[src/rtl/sp_pkg.sv]
package sp_pkg;
    typedef enum logic [2:0] {
        TX_IDLE,
        TX_PRE,
        TX_SFD,
        TX_DATA,
        TX_FIN
    } tx_state_e;

    typedef enum logic [1:0] {
        RX_IDLE,
        RX_HUNT,
        RX_DATA,
        RX_FIN
    } rx_state_e;

    localparam logic [7:0] PRE_PAT = 8'h55;
    localparam logic [7:0] SFD_PAT = 8'hD5;
endpackage

[src/rtl/sp_bitclk.sv]
module sp_bitclk #(
    parameter int OVS  = 8,
    parameter int PH_W = $clog2(OVS)
) (
    input  logic            clk,
    input  logic            rst_n,
    output logic [PH_W-1:0] phase,
    output logic            bit_tick
);
    localparam logic [PH_W-1:0] LAST = PH_W'(OVS - 1);

    always_ff @(posedge clk) begin
        if (!rst_n) begin
            phase <= '0;
        end else if (phase == LAST) begin
            phase <= '0;
        end else begin
            phase <= phase + PH_W'(1);
        end
    end

    assign bit_tick = (phase == LAST);
endmodule

[src/rtl/sp_tx.sv]
module sp_tx
    import sp_pkg::*;
#(
    parameter int PKT_BYTES = 16,
    parameter int OVS       = 8,
    parameter int PH_W      = $clog2(OVS),
    parameter int BIDX_W    = $clog2(PKT_BYTES)
) (
    input  logic              clk,
    input  logic              rst_n,
    input  logic              bit_tick,
    input  logic [PH_W-1:0]   phase,
    input  logic              req,
    output logic [BIDX_W-1:0] byte_idx,
    input  logic [7:0]        byte_in,
    output logic              line,
    output logic              done
);
    localparam int PKT_BITS = PKT_BYTES * 8;
    localparam int IDX_W    = $clog2(PKT_BITS);
    localparam logic [IDX_W-1:0] LAST_BIT = IDX_W'(PKT_BITS - 1);
    localparam logic [PH_W-1:0]  HALF     = PH_W'(OVS / 2);

    tx_state_e        st, nxt;
    logic [IDX_W-1:0] cnt;
    logic             cur_bit;
    logic             active;

    // state register
    always_ff @(posedge clk) begin
        if (!rst_n) begin
            st  <= TX_IDLE;
            cnt <= '0;
        end else begin
            st <= nxt;
            if (st == TX_IDLE || st == TX_FIN) begin
                cnt <= '0;
            end else if (bit_tick) begin
                cnt <= (nxt != st) ? '0 : cnt + IDX_W'(1);
            end
        end
    end

    // transitions
    always_comb begin
        nxt = st;
        unique case (st)
            TX_IDLE: if (bit_tick && req)                          nxt = TX_PRE;
            TX_PRE:  if (bit_tick && cnt[2:0] == 3'd7)             nxt = TX_SFD;
            TX_SFD:  if (bit_tick && cnt[2:0] == 3'd7)             nxt = TX_DATA;
            TX_DATA: if (bit_tick && cnt == LAST_BIT)              nxt = TX_FIN;
            TX_FIN:                                                nxt = TX_IDLE;
            default:                                               nxt = TX_IDLE;
        endcase
    end

    // outputs
    always_comb begin
        cur_bit = 1'b0;
        active  = 1'b0;
        unique case (st)
            TX_PRE:  begin cur_bit = PRE_PAT[cnt[2:0]]; active = 1'b1; end
            TX_SFD:  begin cur_bit = SFD_PAT[cnt[2:0]]; active = 1'b1; end
            TX_DATA: begin cur_bit = byte_in[cnt[2:0]]; active = 1'b1; end
            default: begin cur_bit = 1'b0;              active = 1'b0; end
        endcase
        line     = active && ((phase < HALF) ? ~cur_bit : cur_bit);
        done     = (st == TX_FIN);
        byte_idx = cnt[IDX_W-1:3];
    end
endmodule

[src/rtl/sp_rx.sv]
module sp_rx
    import sp_pkg::*;
#(
    parameter int PKT_BYTES = 16,
    parameter int OVS       = 8,
    parameter int BIDX_W    = $clog2(PKT_BYTES)
) (
    input  logic              clk,
    input  logic              rst_n,
    input  logic              bit_tick,
    input  logic              req,
    input  logic              line_in,
    output logic              wr_en,
    output logic [BIDX_W-1:0] wr_idx,
    output logic [7:0]        wr_data,
    output logic              done
);
    localparam int PKT_BITS = PKT_BYTES * 8;
    localparam int IDX_W    = $clog2(PKT_BITS);
    localparam int BLANK    = (OVS * 3) / 4;
    localparam int BL_W     = $clog2(OVS + 1);
    localparam logic [IDX_W-1:0] LAST_BIT = IDX_W'(PKT_BITS - 1);

    rx_state_e        st, nxt;
    logic [2:0]       sync;
    logic [BL_W-1:0]  blank;
    logic [7:0]       win;
    logic [7:0]       sh;
    logic [IDX_W-1:0] cnt;
    logic             edge_seen;
    logic             bit_ok;
    logic             bit_val;
    logic [7:0]       win_next;

    assign edge_seen = sync[1] ^ sync[2];
    assign bit_val   = sync[1];
    assign bit_ok    = edge_seen && (blank == '0) &&
                       (st == RX_HUNT || st == RX_DATA);
    assign win_next  = {bit_val, win[7:1]};

    // state register and datapath
    always_ff @(posedge clk) begin
        if (!rst_n) begin
            st      <= RX_IDLE;
            sync    <= '0;
            blank   <= '0;
            win     <= '0;
            sh      <= '0;
            cnt     <= '0;
            wr_en   <= 1'b0;
            wr_idx  <= '0;
            wr_data <= '0;
        end else begin
            st   <= nxt;
            sync <= {sync[1:0], line_in};

            if (st == RX_IDLE) begin
                blank <= '0;
            end else if (bit_ok) begin
                blank <= BL_W'(BLANK);
            end else if (blank != '0) begin
                blank <= blank - BL_W'(1);
            end

            if (st != RX_HUNT) begin
                win <= '0;
            end else if (bit_ok) begin
                win <= win_next;
            end

            if (st != RX_DATA) begin
                cnt <= '0;
            end else if (bit_ok) begin
                cnt <= cnt + IDX_W'(1);
                sh  <= {bit_val, sh[7:1]};
            end

            wr_en   <= (st == RX_DATA) && bit_ok && (cnt[2:0] == 3'd7);
            wr_idx  <= cnt[IDX_W-1:3];
            wr_data <= {bit_val, sh[7:1]};
        end
    end

    // transitions
    always_comb begin
        nxt = st;
        unique case (st)
            RX_IDLE: if (bit_tick && req)                 nxt = RX_HUNT;
            RX_HUNT: if (bit_ok && win_next == SFD_PAT)   nxt = RX_DATA;
            RX_DATA: if (bit_ok && cnt == LAST_BIT)       nxt = RX_FIN;
            RX_FIN:                                       nxt = RX_IDLE;
            default:                                      nxt = RX_IDLE;
        endcase
    end

    // outputs
    always_comb begin
        done = (st == RX_FIN);
    end
endmodule

[src/rtl/sp_port.sv]
module sp_port #(
    parameter int PKT_BYTES = 16,
    parameter int OVS       = 8,
    parameter int ADDR_W    = $clog2(2 * PKT_BYTES + 2)
) (
    input  logic              clk,
    input  logic              rst_n,
    input  logic              bus_wr,
    input  logic [ADDR_W-1:0] bus_addr,
    input  logic [7:0]        bus_wdata,
    output logic [7:0]        bus_rdata,
    output logic              line_out,
    input  logic              line_in,
    output logic              irq_tx,
    output logic              irq_rx
);
    // PKT_BYTES must be a power of two: buffer index is the low address bits
    localparam int BIDX_W = $clog2(PKT_BYTES);
    localparam int PH_W   = $clog2(OVS);
    localparam logic [ADDR_W-1:0] A_RXB  = ADDR_W'(PKT_BYTES);
    localparam logic [ADDR_W-1:0] A_CTRL = ADDR_W'(2 * PKT_BYTES);
    localparam logic [ADDR_W-1:0] A_STAT = ADDR_W'(2 * PKT_BYTES + 1);

    logic [7:0]        tx_buf [PKT_BYTES];
    logic [7:0]        rx_buf [PKT_BYTES];
    logic              send_q, recv_q;
    logic              tx_flag, rx_flag;
    logic              wr_ctrl, wr_stat, wr_txb;
    logic [PH_W-1:0]   phase;
    logic              bit_tick;
    logic [BIDX_W-1:0] tx_idx;
    logic              tx_done, rx_done;
    logic              rx_we;
    logic [BIDX_W-1:0] rx_widx;
    logic [7:0]        rx_wdata;

    assign wr_ctrl = bus_wr && (bus_addr == A_CTRL);
    assign wr_stat = bus_wr && (bus_addr == A_STAT);
    assign wr_txb  = bus_wr && (bus_addr < A_RXB);

    sp_bitclk #(.OVS(OVS)) u_clk (
        .clk      (clk),
        .rst_n    (rst_n),
        .phase    (phase),
        .bit_tick (bit_tick)
    );

    sp_tx #(.PKT_BYTES(PKT_BYTES), .OVS(OVS)) u_tx (
        .clk      (clk),
        .rst_n    (rst_n),
        .bit_tick (bit_tick),
        .phase    (phase),
        .req      (send_q),
        .byte_idx (tx_idx),
        .byte_in  (tx_buf[tx_idx]),
        .line     (line_out),
        .done     (tx_done)
    );

    sp_rx #(.PKT_BYTES(PKT_BYTES), .OVS(OVS)) u_rx (
        .clk      (clk),
        .rst_n    (rst_n),
        .bit_tick (bit_tick),
        .req      (recv_q),
        .line_in  (line_in),
        .wr_en    (rx_we),
        .wr_idx   (rx_widx),
        .wr_data  (rx_wdata),
        .done     (rx_done)
    );

    always_ff @(posedge clk) begin
        if (!rst_n) begin
            for (int i = 0; i < PKT_BYTES; i++) begin
                tx_buf[i] <= '0;
                rx_buf[i] <= '0;
            end
        end else begin
            if (wr_txb) tx_buf[bus_addr[BIDX_W-1:0]] <= bus_wdata;
            if (rx_we)  rx_buf[rx_widx] <= rx_wdata;
        end
    end

    always_ff @(posedge clk) begin
        if (!rst_n) begin
            send_q  <= 1'b0;
            recv_q  <= 1'b0;
            tx_flag <= 1'b0;
            rx_flag <= 1'b0;
        end else begin
            if (wr_ctrl && bus_wdata[0]) send_q <= 1'b1;
            if (tx_done)                 send_q <= 1'b0;
            if (wr_ctrl && bus_wdata[1]) recv_q <= 1'b1;
            if (rx_done)                 recv_q <= 1'b0;
            if (wr_stat && bus_wdata[0]) tx_flag <= 1'b0;
            if (tx_done)                 tx_flag <= 1'b1;
            if (wr_stat && bus_wdata[1]) rx_flag <= 1'b0;
            if (rx_done)                 rx_flag <= 1'b1;
        end
    end

    always_comb begin
        if (bus_addr < A_RXB) begin
            bus_rdata = tx_buf[bus_addr[BIDX_W-1:0]];
        end else if (bus_addr < A_CTRL) begin
            bus_rdata = rx_buf[bus_addr[BIDX_W-1:0]];
        end else if (bus_addr == A_CTRL) begin
            bus_rdata = {6'b0, recv_q, send_q};
        end else if (bus_addr == A_STAT) begin
            bus_rdata = {6'b0, rx_flag, tx_flag};
        end else begin
            bus_rdata = 8'h00;
        end
    end

    assign irq_tx = tx_flag;
    assign irq_rx = rx_flag;
endmodule

[config.mk]
export PLATFORM = sky130hd
export DESIGN_NAME = sp_port
export DESIGN_NICKNAME = d
export VERILOG_FILES = /design/src/rtl/sp_pkg.sv /design/src/rtl/sp_bitclk.sv /design/src/rtl/sp_tx.sv /design/src/rtl/sp_rx.sv /design/src/rtl/sp_port.sv
export SDC_FILE = /design/constraint.sdc
export NUM_CORES = 1
export LEC_CHECK = 0
export ABC_AREA = 1
export BUFFER_PORTS_ARGS = -buffer_cell sky130_fd_sc_hd__buf_2
export CAP_MARGIN = 20
export CORE_AREA = 2 2 180 182
export CTS_BUF_LIST = sky130_fd_sc_hd__clkbuf_8
export CTS_CLUSTER_DIAMETER = 80
export DETAILED_ROUTE_END_ITERATION = 7
export DIE_AREA = 0 0 182 184
export PLACE_DENSITY = 0.65
export SYNTH_ARGS = -nofsm -noshare
export SYNTH_HDL_FRONTEND = slang
export SYNTH_HIERARCHICAL = 1
export SYNTH_SLANG_ARGS = --single-unit
[constraint.sdc]
create_clock -name clk -period 5.55 [get_ports clk]
set_clock_uncertainty 0.1 [all_clocks]
set_input_delay 0.2775 -clock clk [delete_from_list [all_inputs] [get_ports clk]]
set_output_delay 0.2775 -clock clk [all_outputs]
set_load 0.03 [all_outputs]
; ---- Yosys cells after proc, flatten, opt, wreduce, memory -nomap -nowiden
; Memory sizes are Yosys's and may differ from the RTL's. A register that Yosys moved wholly into a read port is not among the register bits.
; Cells that the tools add are included.
; Widths: inputs -> output; s select.
[totals]
out_inout_bits = 11
ram_bits = 256
memories = 4
register_bits = 62
in_bits = 18
elab_cells = 140
romBits = 16
[mem_list]
columns = name, words, width, read_ports, rd_ports_with_merged_regs, write_ports, line
row1 = rx_buf, 16, 8, 1, 0, 16, sp_port.sv:25  ; logic [7:0] rx_buf [PKT_BYTES];
row2 = tx_buf, 16, 8, 2, 1, 16, sp_port.sv:24  ; logic [7:0] tx_buf [PKT_BYTES];
row3 = (name not given), 8, 1, 1, 1, 0, sp_tx.sv:62  ; TX_PRE: begin cur_bit = PRE_PAT[cnt[2:0]]; active = 1'b1; end
row4 = (name not given), 8, 1, 1, 1, 0, sp_tx.sv:63  ; TX_SFD: begin cur_bit = SFD_PAT[cnt[2:0]]; active = 1'b1; end
[classes]
eq_ne = 21
n_reduce_logical = 40
magnitude_cmp = 4
addsub = 4
mux = 46
bitwise_logic = 4
[op_table]
columns = cell, count
row1 = $mux 8, 4
row2 = $mux 3, 10
row3 = $logic_and 1x1->1, 18
row4 = $mux 1, 18
row5 = $mux 4, 4
row6 = $reduce_or 8->1, 2
row7 = $add 7x1->7 const B, 2
row8 = $eq 7x7->1 const B, 2
row9 = $reduce_or 2->1, 7
row10 = $eq 3x3->1 const B, 4
row11 = $eq 6x6->1 const B, 2
row12 = $pmux 3 s4, 1
row13 = $mux 2, 5
row14 = $eq 8x8->1 const B, 1
row15 = $ne 2x2->1 const B, 4
row16 = $pmux 2 s4, 1
row17 = $mux 7, 1
row18 = $eq 3x2->1 const B, 2
row19 = $lt 6x5->1 const B, 1
row20 = $lt 6x6->1 const B, 1
row21 = $reduce_bool 2->1, 3
row22 = $reduce_or 3->1, 2
row23 = $eq 2x2->1 const B, 2
row24 = $logic_not 4->1, 1
row25 = 18 further kinds, 21

; ---- Longest topological paths before layout
[logic_depth]
ltp_word = 8
ltp_mapped = 17
ltp_nobuf = 14

; ---- Hierarchy
; Netlist, hierarchy kept.
[modules_own_cells]
columns = module, n_inst, cells_each, seq_area_each_um2, area_per_inst_um2
row1 = sp_port, 1, 1526, 7767.4, 13028.7
row2 = sp_rx, 1, 207, 840.8, 1700.4
row3 = sp_tx, 1, 113, 240.2, 797.0
row4 = sp_bitclk, 1, 12, 60.1, 113.9

; ---- Worst setup path before layout
; No wires, ideal clock.
[synth_timing]
path_kind = flip-flop to output port
from = register, netlist name u_tx/cnt[3]
to = output line_out
arrival_time_ps = 2423
path_slack_ps = 2749
path_stages_with_launch = 17
n_path_buf = 4
required_time_ps = 5173
path_cell_list = dfxtp_1 > buf_4 > clkbuf_1 > inv_1 > buf_2 > clkbuf_1 > o211ai_1 > nand3_1 > nand3_1 > nand2_1 > nor2_1 > nor2_1 > o21ai_1 > o211ai_1 > nand3_1 > nand3b_1 > a21oi_1
[synth_rtl]
columns = item, line
row1 = "end, declared", sp_port.sv:12  ; output logic line_out,

==> flow_summary_export.csv <==
group,metric,value,unit
run_status,status,"completed",
timing,fmax,280.7,MHz
critical_path,end_kind,"output pin",
clock_tree,clkSlewWorstSetupHoldPaths,0.06,ns
timing,tightest_slew,0.9290,ns
drt,via_per_inst,5.523,
critical_path,critPathArrivalTime,3.19,ns
critical_path,endpoint,"line_out",
timing,hold_violations,0,
critical_path,critPathLaunch,"u_tx/cnt[4]",
layout,layout-drive-gt1-share,8.650,%
timing,post-route-period-util,64.19,%
synth,syn_nets,1887,
drt,wirelength,44750,µm
layout,fin_util,54.30,%
layout,multiInputGateArea,0.005876,mm²
synth,seq_area_frac_synth,56.96,%
drt,drtIter0Drc,1082,
clock_tree,numClockSinks,317,
die,die_area,0.03349,mm²
clock_tree,cts.path.max_buffers,3,
timing,finalSetupViolCount,0,
critical_path,timing.rr.end,"rx_buf[14][0]",
run,maxCapViolCount,0,
clock_tree,cts_buffers,52,
pwr,power.leakage,6.862,nW
die,die_h,184,µm
pwr,finalPower,5.193,mW
synth,synth_area_per_cell,8.418,µm²
timing,slew_headroom,38.00,%
layout,final_nets,1885,
global_routing,track_usage,26.96,%
synth,synthesis.instances,1858,
layout,ff_latch_area,0.008910,mm²
clock_tree,root_buffer,"clkbuf_8",
placement,portBuffers,28,
layout,final_area,0.01705,mm²
critical_path,required,5.17,ns
die,ios,29,
synth,netlist_area,0.01564,mm²
pwr,power_density,304.6,mW/mm²
synth,ys_warn_count,6,
drt,drc,0,
drt,postRouteAntennaNets,0,
global_routing,grt_max_degree,114,
clock_tree,cts-htree-levels,2,
pwr,vdd_drop_max,0.1955,mV
critical_path,cp_max_fo,34,
critical_path,r2r_cells,4,
hold_path,hold_class,"in2reg",
timing,drv_slew,0,
global_routing,antenna_found_initial,0,
placement,dp_cells,2199,
timing,timing.hold.ws,0.1213,ns
critical_path,startpoint_type,"flip-flop",
global_routing,gr-total-overflow,0,
die,num_rows,65,
placement,gp_congestion,0.8959,
global_routing,grt_pass1_wl,68660,µm
drt,first_pass_iters,6,
clock_tree,cts_tree,"built",
timing,fin_ws,1.987,ns
clock_tree,cts_setup_buffers,0,
placement,pre_cts_ws,2.134,ns
drt,num_vias,12690,
timing,rsz0062_at_grt,"false",
die,die_x,182,µm
layout,fin_cells,2298,
synth,yosysUniqueCellTypes,39,
clock_tree,hold_buffers,4,
global_routing,grt_pass1_vias,12280,
timing,fin_crit,3.563,ns
clock_tree,cts_resized,0,
critical_path,r2r_slack,3.30,ns
layout,antennaDiodeCount,0,
critical_path,critPathKind,"reg2out",
critical_path,reg2reg_from,"u_rx/wr_idx[1]",
clock_tree,insertion_delay,0.60,ns
timing,final.setup.tns,0,ns
drt,avgRoutedWirePerCell,19.47,µm
layout,area_growth,9.000,%
die,coreArea,0.03139,mm²
synth,synth_seq_cells,317,
die,start_util,49.82,%
layout,n_fill_cell,2946,
placement,hpwl,29430,µm
placement,place_area,0.01595,mm²
==> cells in the final DEF (no fill, tap or decap), types with 27 or more instances in the layout <==
cell type,instances
nand2_1,582
nor2_1,364
edfxtp_1,256
inv_1,109
nand3_1,104
o21ai_0,102
clkbuf_8,62
dfxtp_1,60
a21oi_1,39
nand4_1,30
buf_2,27
==> kinds of logic (layout without fill, tap and decap cells) <==
group	after synthesis	in the layout	synth area share, %
buf+inv	211	249	5.504
fa+ha+maj	11	11	0.8800
compound gates	187	187	6.808
xor+xnor	3	3	0.1680
flops	317	317	56.96
simple gates	1129	1129	29.68
==> critical path, cell delays in order, from the launching register on <==
cell and delay, ns:
dfxtp_1 0.31, buf_4 0.27, inv_1 0.26, buf_16 0.24
nor2_1 0.10, o21ai_0 0.09, o211ai_1 0.11, nand3_1 0.12
nand2_1 0.10, nor2_1 0.04, nor2_1 0.09, o21ai_1 0.07
o211ai_1 0.09, nand3_1 0.19, nand2_1 0.10, nand2_1 0.05
a21oi_1 0.11, buf_2 0.21
==> worst min path at each step <==
| stage | cells past startpoint | start | slack [ns] | end |
|---|---|---|---|---|
| floorplan | 2 | line_in | 0.28 | u_rx/sync[0] |
| finish | 7 | bus_addr[4] | 0.12 | irq_rx |
| CTS | 7 | bus_addr[4] | 0.10 | irq_rx |
| global route | 7 | bus_addr[4] | 0.15 | irq_tx |
| detailed placement | 2 | u_rx/sync[0] | 0.30 | u_rx/sync[1] |
| global placement | 2 | u_rx/sync[0] | 0.29 | u_rx/sync[1] |
==> synthesized netlist by cell type (all sizes together) <==
cell	instances	area, µm²
xnor2	2	17.52
o221ai	19	166.4
o21ai	110	550.5
xor2	1	8.760
ha	11	137.6
dfxtp	61	1221
nor3	14	95.09
edfxtp	256	7687
or2	1	6.260
nand2	596	2287
a21oi	40	211.5
nand3b	2	15.01
clkbuf	65	244.0
buf	38	211.5
nand3	110	588.1
o21a	1	7.510
inv	107	401.6
clkinv	1	3.750
nor3b	1	7.510
o211ai	12	90.09
o31ai	1	7.510
nor2	375	1455
nand4	30	187.7
a31oi	3	18.77
a211oi	1	12.51
==> per-layer routing <==
metal / share of wire, % / routed length, µm / GRT usage, % / vias to the layer above
met2: 51 / 22950 / 48.56 / 418
met3: 4.9 / 2211 / 3.170 / 119
met4: 4.4 / 1985 / 12.71 / 0
met5: 0 / 0 / 0 / -
li1: - / - / - / 6124
met1: 39 / 17610 / 32.29 / 6032
==> cell type report <==
class	count	area share, %
Inverter	108	2.378
Clock buffer	62	5.006
Tap cell	402	2.950
Clock inverter	32	1.013
Timing Repair Buffer	47	1.923
Sequential cell	317	52.26
Multi-Input combinational cell	1330	34.47
==> power breakdown <==
group / switching (mW) / internal (mW)
sequential: 0.0615 / 2.67
clock: 0.947 / 1.06
combinational: 0.334 / 0.116
total: 1.34 / 3.85
==> registers in the layout, summed over array words and instances (netlist names), named ones only <==
name          cells
u_rx/wr_data      8
u_rx/sh           7
recv_q            1
u_rx/wr_en        1
irq_tx            1
send_q            1
tx_buf          128
u_clk/phase       3
irq_rx            1
u_rx/cnt          7
u_tx/st           3
u_rx/sync         2
u_tx/cnt          7
u_rx/win          7
u_rx/wr_idx       4
rx_buf          128
u_rx/st           2
u_rx/blank        4
No activity file was read; power rests on OpenSTA's default activity.
